File: src/rtl/mdio_mgmt_pkg.sv
package mdio_mgmt_pkg;
  localparam int FRAME_BITS    = 64;
  localparam int IDX_W         = $clog2(FRAME_BITS);
  localparam int PREAMBLE_BITS = 32;
  localparam int TA_POS        = 46;
  localparam int DATA_POS      = 48;
  localparam int DATA_W        = 16;
  localparam int ADDR_W        = 5;

  typedef struct packed {
    logic              busy;
    logic              enable;
    logic [1:0]        spare_hi;
    logic              rd_sel;
    logic              spare_lo;
    logic [ADDR_W-1:0] phy_addr;
    logic [ADDR_W-1:0] reg_addr;
    logic [DATA_W-1:0] data;
  } ctrl_word_t;

  function automatic logic [FRAME_BITS-1:0] build_frame(
    input logic              rd,
    input logic [ADDR_W-1:0] phy,
    input logic [ADDR_W-1:0] regad,
    input logic [DATA_W-1:0] wdata
  );
    logic [1:0] op;
    logic [1:0] ta;
    op = rd ? 2'b10 : 2'b01;
    ta = rd ? 2'b11 : 2'b10;
    return {{PREAMBLE_BITS{1'b1}}, 2'b01, op, phy, regad, ta,
            rd ? {DATA_W{1'b1}} : wdata};
  endfunction
endpackage

File: src/rtl/mdio_mgmt_clkgen.sv
module mdio_mgmt_clkgen #(
  parameter int CLK_DIV = 4
) (
  input  logic clk_i,
  input  logic rst_ni,
  input  logic run_i,
  output logic mdc_o,
  output logic rise_o,
  output logic period_end_o
);
  localparam int HALF  = CLK_DIV / 2;
  localparam int CNT_W = (CLK_DIV > 2) ? $clog2(CLK_DIV) : 1;

  logic [CNT_W-1:0] cnt_q;

  always_ff @(posedge clk_i or negedge rst_ni) begin
    if (!rst_ni)                             cnt_q <= '0;
    else if (!run_i)                         cnt_q <= '0;
    else if (cnt_q == CNT_W'(CLK_DIV - 1))   cnt_q <= '0;
    else                                     cnt_q <= cnt_q + 1'b1;
  end

  assign mdc_o        = run_i && (cnt_q >= CNT_W'(HALF));
  // strobes are valid in the cycle before the edge they announce
  assign rise_o       = run_i && (cnt_q == CNT_W'(HALF - 1));
  assign period_end_o = run_i && (cnt_q == CNT_W'(CLK_DIV - 1));
endmodule

File: src/rtl/mdio_mgmt_engine.sv
module mdio_mgmt_engine
  import mdio_mgmt_pkg::*;
(
  input  logic              clk_i,
  input  logic              rst_ni,
  input  logic              start_i,
  input  logic              rd_i,
  input  logic [ADDR_W-1:0] phy_i,
  input  logic [ADDR_W-1:0] reg_i,
  input  logic [DATA_W-1:0] wdata_i,
  input  logic              rise_i,
  input  logic              period_end_i,
  input  logic              mdio_i,
  output logic              active_o,
  output logic              mdio_o,
  output logic              mdio_oe_o,
  output logic              done_o,
  output logic [DATA_W-1:0] rdata_o
);
  logic                  active_q, rd_q, bit_q, oe_q;
  logic [IDX_W-1:0]      idx_q;
  logic [FRAME_BITS-1:0] shreg_q;
  logic [FRAME_BITS-1:0] frame_init;
  logic [DATA_W-1:0]     rdata_q;
  logic [IDX_W-1:0]      next_idx;
  logic                  last_bit;

  assign frame_init = build_frame(rd_i, phy_i, reg_i, wdata_i);
  assign next_idx   = idx_q + 1'b1;
  assign last_bit   = (idx_q == IDX_W'(FRAME_BITS - 1));

  always_ff @(posedge clk_i or negedge rst_ni) begin
    if (!rst_ni) begin
      active_q <= 1'b0;
      rd_q     <= 1'b0;
      idx_q    <= '0;
      shreg_q  <= '0;
      bit_q    <= 1'b1;
      oe_q     <= 1'b0;
    end else if (start_i) begin
      active_q <= 1'b1;
      rd_q     <= rd_i;
      idx_q    <= '0;
      bit_q    <= frame_init[FRAME_BITS-1];
      shreg_q  <= frame_init << 1;
      oe_q     <= 1'b1;
    end else if (active_q && period_end_i) begin
      if (last_bit) begin
        active_q <= 1'b0;
        oe_q     <= 1'b0;
        bit_q    <= 1'b1;
      end else begin
        idx_q    <= next_idx;
        bit_q    <= shreg_q[FRAME_BITS-1];
        shreg_q  <= shreg_q << 1;
        // release the line from the turnaround on for reads
        oe_q     <= !(rd_q && (next_idx >= IDX_W'(TA_POS)));
      end
    end
  end

  always_ff @(posedge clk_i or negedge rst_ni) begin
    if (!rst_ni)
      rdata_q <= '0;
    else if (start_i)
      rdata_q <= '0;
    else if (active_q && rise_i && rd_q && (idx_q >= IDX_W'(DATA_POS)))
      rdata_q <= {rdata_q[DATA_W-2:0], mdio_i};
  end

  assign active_o  = active_q;
  assign done_o    = active_q && period_end_i && last_bit;
  assign mdio_o    = oe_q ? bit_q : 1'b1;
  assign mdio_oe_o = oe_q;
  assign rdata_o   = rdata_q;
endmodule

File: src/rtl/mdio_mgmt_regfile.sv
module mdio_mgmt_regfile
  import mdio_mgmt_pkg::*;
#(
  parameter int NUM_PHY = 5
) (
  input  logic              clk_i,
  input  logic              rst_ni,
  input  logic              wr_en_i,
  input  logic [31:0]       wr_data_i,
  input  logic              done_i,
  input  logic              eng_active_i,
  input  logic [DATA_W-1:0] rdata_i,
  output ctrl_word_t        ctrl_o,
  output logic              go_o
);
  ctrl_word_t ctrl_q;
  logic       accept, target_ok, drop;

  assign accept    = wr_en_i && !ctrl_q.busy;
  assign target_ok = (32'(ctrl_q.phy_addr) < NUM_PHY);
  assign go_o      = ctrl_q.busy && ctrl_q.enable && target_ok && !eng_active_i;
  assign drop      = ctrl_q.busy && !(ctrl_q.enable && target_ok);

  always_ff @(posedge clk_i or negedge rst_ni) begin
    if (!rst_ni) begin
      ctrl_q <= '0;
    end else if (accept) begin
      ctrl_q <= ctrl_word_t'(wr_data_i);
    end else if (drop) begin
      ctrl_q.busy <= 1'b0;
    end else if (done_i) begin
      ctrl_q.busy <= 1'b0;
      if (ctrl_q.rd_sel) ctrl_q.data <= rdata_i;
    end
  end

  assign ctrl_o = ctrl_q;
endmodule

File: src/rtl/mdio_mgmt_master.sv
module mdio_mgmt_master
  import mdio_mgmt_pkg::*;
#(
  parameter int CLK_DIV = 4,
  parameter int NUM_PHY = 5
) (
  input  logic        clk_i,
  input  logic        rst_ni,
  input  logic        wr_en_i,
  input  logic [31:0] wr_data_i,
  output logic [31:0] ctrl_o,
  output logic        mdc_o,
  input  logic        mdio_i,
  output logic        mdio_o,
  output logic        mdio_oe_o
);
  ctrl_word_t        ctrl;
  logic              go, done, active, rise, period_end;
  logic [DATA_W-1:0] rdata;

  mdio_mgmt_regfile #(.NUM_PHY(NUM_PHY)) u_regs (
    .clk_i        (clk_i),
    .rst_ni       (rst_ni),
    .wr_en_i      (wr_en_i),
    .wr_data_i    (wr_data_i),
    .done_i       (done),
    .eng_active_i (active),
    .rdata_i      (rdata),
    .ctrl_o       (ctrl),
    .go_o         (go)
  );

  mdio_mgmt_clkgen #(.CLK_DIV(CLK_DIV)) u_clk (
    .clk_i        (clk_i),
    .rst_ni       (rst_ni),
    .run_i        (active),
    .mdc_o        (mdc_o),
    .rise_o       (rise),
    .period_end_o (period_end)
  );

  mdio_mgmt_engine u_eng (
    .clk_i        (clk_i),
    .rst_ni       (rst_ni),
    .start_i      (go),
    .rd_i         (ctrl.rd_sel),
    .phy_i        (ctrl.phy_addr),
    .reg_i        (ctrl.reg_addr),
    .wdata_i      (ctrl.data),
    .rise_i       (rise),
    .period_end_i (period_end),
    .mdio_i       (mdio_i),
    .active_o     (active),
    .mdio_o       (mdio_o),
    .mdio_oe_o    (mdio_oe_o),
    .done_o       (done),
    .rdata_o      (rdata)
  );

  assign ctrl_o = ctrl;
endmodule

File: config.mk
export PLATFORM = sky130hd
export DESIGN_NAME = mdio_mgmt_master
export DESIGN_NICKNAME = d
export VERILOG_FILES = /design/src/rtl/mdio_mgmt_pkg.sv /design/src/rtl/mdio_mgmt_clkgen.sv /design/src/rtl/mdio_mgmt_engine.sv /design/src/rtl/mdio_mgmt_regfile.sv /design/src/rtl/mdio_mgmt_master.sv
export SDC_FILE = /design/constraint.sdc
export NUM_CORES = 1
export LEC_CHECK = 0
export BUFFER_PORTS_ARGS = -buffer_cell sky130_fd_sc_hd__buf_2
export CORE_MARGIN = 1.5
export CORE_UTILIZATION = 45
export CTS_BUF_LIST = sky130_fd_sc_hd__clkbuf_8 sky130_fd_sc_hd__clkbuf_16
export DETAILED_ROUTE_END_ITERATION = 8
export PLACE_DENSITY_LB_ADDON = 0.08
export SLEW_MARGIN = 10
export SYNTH_ARGS = -nofsm -noshare
export SYNTH_HDL_FRONTEND = slang
export SYNTH_SLANG_ARGS = --single-unit
File: constraint.sdc
create_clock -name clk_i -period 2.61 [get_ports clk_i]
set_clock_uncertainty 0.1 [all_clocks]
set_input_delay 0.522 -clock clk_i [delete_from_list [all_inputs] [get_ports clk_i]]
set_output_delay 0.522 -clock clk_i [all_outputs]
set_load 0.02 [all_outputs]
### Word level (Yosys, flattened, before mapping)

Index checks and enable logic that the tools add are counted.

* input bits: 36
* RAM bits: 0
* word-level logic and storage cells: 85
* memories kept: 0
* flip-flop bits (word level): 124
* bits in read-only memories: 0
* bits in latches: 0
* output and inout port bits: 35

* bitwise operators: 0
* add/sub/neg operators: 2
* div/mod/pow operators: 0
* mux-type cells: 30
* eq/ne operators: 5
* reduce and logical (&&, ||, !) cells: 28
* magnitude comparators: 4
* shift operators: 0
* multiply operators: 0

Operators by type and width (count)
* $mux 64: 3
* $mux 16: 7
* $mux 6: 3
* $logic_and 1x1->1: 15
* $mux 1: 14
* $ge 6x6->1 const B: 2
* $reduce_bool 2->1: 5
* $add 6x1->6 const B: 1
* $eq 6x6->1 const B: 1
* $mux 2: 3
* $lt 5x3->1 const B: 1
* $logic_not 1->1: 4
* $reduce_and 2->1: 2
* $reduce_and 3->1: 1
* $reduce_bool 3->1: 1
* $add 2x1->2 const B: 1
* $eq 2x1->1 const B: 1
* $eq 2x2->1 const B: 1
* $ge 2x2->1 const B: 1
* $ne 2x1->1 const B: 1
* $ne 2x2->1 const B: 1

### Longest topological paths before layout

* depth after elaboration: 7
* gate-level depth with buffers: 8
* depth with buffers taken out: 6

### Cells and area by module

From an unflattened synthesis, not the netlist that was laid out.

* cells, all modules: 502
* area, all modules: 5724.2 um^2

Modules (own cells, without submodules)
* mdio_mgmt_engine: cells each 396, instances 1, sequential area each 2228.4 um^2, area each 4086.4 um^2
* mdio_mgmt_regfile: cells each 94, instances 1, sequential area each 800.8 um^2, area each 1503.9 um^2
* mdio_mgmt_clkgen: cells each 12, instances 1, sequential area each 50.0 um^2, area each 133.9 um^2

### Worst setup path before layout

Ideal clock, no wire load.

* kind: flip-flop to flip-flop
* start: reg u_eng.idx_q[0]
* end: reg u_regs.ctrl_q, in the netlist u_regs.ctrl_o[10]
* period minus slack after synthesis: 1865 ps
* setup slack: 745 ps
* data arrival time: 1639 ps
* setup time: 126 ps
* buffers on the path: 1
* cell stages (with the launch flop): 7
* data required time: 2384 ps
* cell sequence: dfrtp_1 > ha_1 > nand3_2 > nor3_2 > o22ai_2 > buf_6 > a221o_1

* word-level cells in the longest chain between the ends: 4

RTL lines
* start, declared: RTL line mdio_mgmt_engine.sv:21 `logic [IDX_W-1:0] idx_q;`
* start signal, assigned: RTL line mdio_mgmt_engine.sv:53 `idx_q <= next_idx;`
* $eq 6x6->1: RTL line mdio_mgmt_engine.sv:30 `assign last_bit = (idx_q == IDX_W'(FRAME_BITS - 1));`
* $logic_and 1x1->1: RTL line mdio_mgmt_engine.sv:72 `assign done_o = active_q && period_end_i && last_bit;`
* $reduce_bool 2->1 (no line)
* $reduce_and 3->1 (no line)
* end signal, assigned: RTL line mdio_mgmt_regfile.sv:28 `ctrl_q <= ctrl_word_t'(wr_data_i);`
* end, declared: RTL line mdio_mgmt_regfile.sv:16 `ctrl_word_t ctrl_q;`

No other way between the ends.
A chain may end at the register's enable or synchronous reset.

### Worst setup path in the final report

* start: reg u_eng.idx_q[0]
* end: reg u_eng.shreg_q[29]

* word-level cells in the longest chain between the ends: 3

RTL lines
* $eq 6x6->1: RTL line mdio_mgmt_engine.sv:30
* $ne 2x2->1 (no line)
* $reduce_and 2->1 (no line)
* end signal, assigned: RTL line mdio_mgmt_engine.sv:45 `shreg_q <= frame_init << 1;`
* end signal, assigned: RTL line mdio_mgmt_engine.sv:55 `shreg_q <= shreg_q << 1;`
* end, declared: RTL line mdio_mgmt_engine.sv:22 `logic [FRAME_BITS-1:0] shreg_q;`

No other way between the ends.

==> impl_metrics.env <==
export IMPL_cp_max_fo=21
export IMPL_hp_class="input pin to asynchronous set/reset pin"
export IMPL_clkLatencyLatePin_ns=0.40
export IMPL_r2r_cells=6
export IMPL_drt_first_iter_violations=229
export IMPL_rsz0062_at_grt="false"
export IMPL_nNetsFinal=569
export IMPL_period_needed_ns=2.209
export IMPL_cts_buffers=17
export IMPL_syn_nets=500
export IMPL_io_buffers=70
export IMPL_p_int_mw=4.613
export IMPL_nFillCells=993
export IMPL_die_area_um2=12150
export IMPL_clockBufferDepth=2
export IMPL_fin_ws_ns=0.4006
export IMPL_power_density_nw_per_um2=1039
export IMPL_synth_area_um2=5172
export IMPL_cp_slowest_cell="dfrtp_1"
export IMPL_crit_type="flop to flop"
export IMPL_cts_setup_buffers=0
export IMPL_die_h_um=110.2
export IMPL_wl_met3_um=574
export IMPL_route_detailed_drc=0
export IMPL_cp_start_kind="flop"
export IMPL_ctsResizeCount=0
export IMPL_setup_viol=0
export IMPL_crit_chain="ha_1 > and3_1 > a21o_2 > nand2_1 > buf_4 > o221a_2"
export IMPL_layout_drive_gt1_share_pct=25.51
export IMPL_switching_power_mw=1.899
export IMPL_die_w_um=110.2
export IMPL_cp_arrival_ns=2.40
export IMPL_cts_hold_buffers_added=0
export IMPL_cts_sinks=123
export IMPL_start_util_pct=46.89
export IMPL_clockRootBuffer="clkbuf_16"
export IMPL_grt_usage_pct=20.34
export IMPL_seq_power_share_pct=44.9
export IMPL_syn_inst=459
export IMPL_whs_ns=0.01333
export IMPL_synth_distinct_cells=50
export IMPL_ant_nets=0
export IMPL_dr_pass1_iters=4
export IMPL_top_layer="met4"
export IMPL_grt_pass1_vias=3717
export IMPL_overflow=0
export IMPL_setup_tns_ns=0
export IMPL_place_ws_ns=0.3978
export IMPL_diodes=0
export IMPL_via_per_inst=5.521
export IMPL_switching_share_pct=29.16
export IMPL_fin_crit_sh_pct=84.65
export IMPL_clk_pin_slew_ns=0.05
export IMPL_outcome="finished, final reports clean"
export IMPL_gp_congestion=0.8238
export IMPL_yosys_warnings=0
export IMPL_syn_avg_cell_area_um2=11.27
export IMPL_synth_top_flop_cell="dfrtp_1"
export IMPL_critPathCaptureType="flop"
export IMPL_hpwl_um=7293
export IMPL_core_area_um2=11030
export IMPL_wl_um=11170
export IMPL_yosysMostFrequentCell="dfrtp_1"
export IMPL_met1Wirelength_um=5350
export IMPL_slowest_delay_ns=0.43
export IMPL_yosys_area_top_type="dfrtp_1"
export IMPL_ir_worst_vdd_v=0.0007303
export IMPL_grt_max_degree=51
export IMPL_grt_pass1_wl_um=18710
export IMPL_drv_cap=0
export IMPL_wl_met2_um=5185
export IMPL_num_vias=3760
export IMPL_cts_tree="built"
export IMPL_worst_pin_slew_ns=0.7376
export IMPL_utilization_pct=56.81
export IMPL_synth_seq_cells=123
export IMPL_p_leak_nw=2.799
export IMPL_worstPathRequired_ns=2.80
export IMPL_p_comb_share_pct=20.8
export IMPL_area_growth_pct=21.14
export IMPL_rows=38
export IMPL_synth_top_area_share_pct=59.02
export IMPL_synth_area_top_cells="dfrtp_1 (59%), o22a_1 (5.6%), nand2_1 (4.9%), a21oi_1 (4.8%), mux2_2 (3.3%)"
export IMPL_ios=71
export IMPL_htreeDepth=4
export IMPL_yosys_top_cells_count="dfrtp_1 (122), nand2_1 (67), a21oi_1 (50)"
export IMPL_wire_per_inst_um=16.40
export IMPL_clkPwrFrac_pct=34.3
export IMPL_yosysSeqAreaShare_pct=59.53
export IMPL_postSynth_asyncResetShare_pct=100.0
export IMPL_max_freq_ghz=0.4526
export IMPL_synth_edf_count=0
export IMPL_finalHoldViolCount=0
export IMPL_drv_slew=0
export IMPL_antenna_found_initial=0
export IMPL_slew_headroom_pct=50.83
-- metal layers --
metal	track usage, %	up-vias
met2	30.57	79
li1	-	1802
met4	7.326	0
met5	0	-
met1	27.89	1875
met3	6.290	4
-- final cells by class --
cell class                 instances  area (um2)  area share, %
clock buffer                      23       508.0          8.107
clock inverter                     9       70.07          1.118
tap                              140       175.2          2.796
inverter                           5       18.77         0.2995
multi-input combinational        297        1907          30.43
timing repair buffer              84       508.0          8.107
sequential                       123        3079          49.14
-- power by group through the flow --
stage	sequential, mW	clock (mW)	combinational (mW)
2_1_floorplan	2.93	0	0.920
3_3_place_gp	2.93	0	1.33
3_5_place_dp	2.95	0	1.38
4_1_cts	2.93	2.28	1.38
5_1_grt	3.00	2.37	1.52
6_report	2.92	2.23	1.36
-- worst paths after layout --
path | start | endpoint | slack, ns
worst max-delay path | u_eng.idx_q[0] | u_eng.shreg_q[29] | 0.40
worst min-delay path | rst_ni | u_eng.mdio_oe_o | 0.01
worst max register to register | u_eng.idx_q[0] | u_eng.shreg_q[29] | 0.40
worst min register to register | u_eng.shreg_q[47] | u_eng.shreg_q[47] | 0.39
max in group asynchronous | rst_ni | u_eng.bit_q | 1.69
min in group clk_i | wr_data_i[31] | u_regs.ctrl_o[31] | 0.24
-- state kept, by name (all words and copies together), names as in the netlist --
register	cells
u_eng.rd_q	1
u_eng.mdio_oe_o	1
u_eng.shreg_q	63
u_eng.bit_q	1
u_clk.cnt_q	2
u_eng.idx_q	6
u_eng.rdata_o	16
u_regs.ctrl_o	32
u_eng.active_o	1
-- cells by family (layout without fill, tap and decap cells) --
logic type / count (synthesis) / count (layout) / synth area share (%)
simple gates: 143 / 143 / 13.33
fa+ha+maj: 5 / 5 / 1.209
compound gates: 130 / 130 / 18.21
mux: 16 / 16 / 3.459
flops: 123 / 123 / 59.53
xor+xnor: 3 / 3 / 0.5081
buf+inv: 39 / 121 / 3.749
-- worst max-delay path: cells and delay by family, from the launching register on --
kind | cells | cell delay (ns)
buffers and inverters | 1 | 0.23
AO/OA/AOI/OAI | 2 | 0.62
flip-flops | 1 | 0.43
AND/OR/NAND/NOR | 2 | 0.38
adder cells (fa/ha/maj) | 1 | 0.34
-- through the flow --
stage / std cells / power (mW) / area, um2
finish: 681 / 6.512 / 6266
global route: 681 / 6.898 / 6266
CTS: 681 / 6.588 / 6266
detailed placement: 649 / 4.329 / 5688
global placement: 649 / 4.255 / 5688
floorplan: 459 / 3.849 / 5172
-- cells in the final DEF, fill, tap and decap left out, types with 4 or more instances in the layout --
cell       synthesis  routed
dfrtp_1          122     122
buf_2             21      69
nand2_1           67      67
a21oi_1           50      49
o22a_1            33      33
and2_1            19      19
nor3_1            18      18
clkbuf_16          0      17
nand3_1           16      16
a221o_1           16      16
mux2_2            15      15
buf_4              3      11
inv_1              5       8
a22oi_1            8       8
nor2_1             6       6
clkbuf_8           0       6
a22o_1             5       5
ha_1               5       5
nor2b_1            5       4
clkinv_2           0       4
buf_12             0       4
Power figures use the tool's default switching activity.
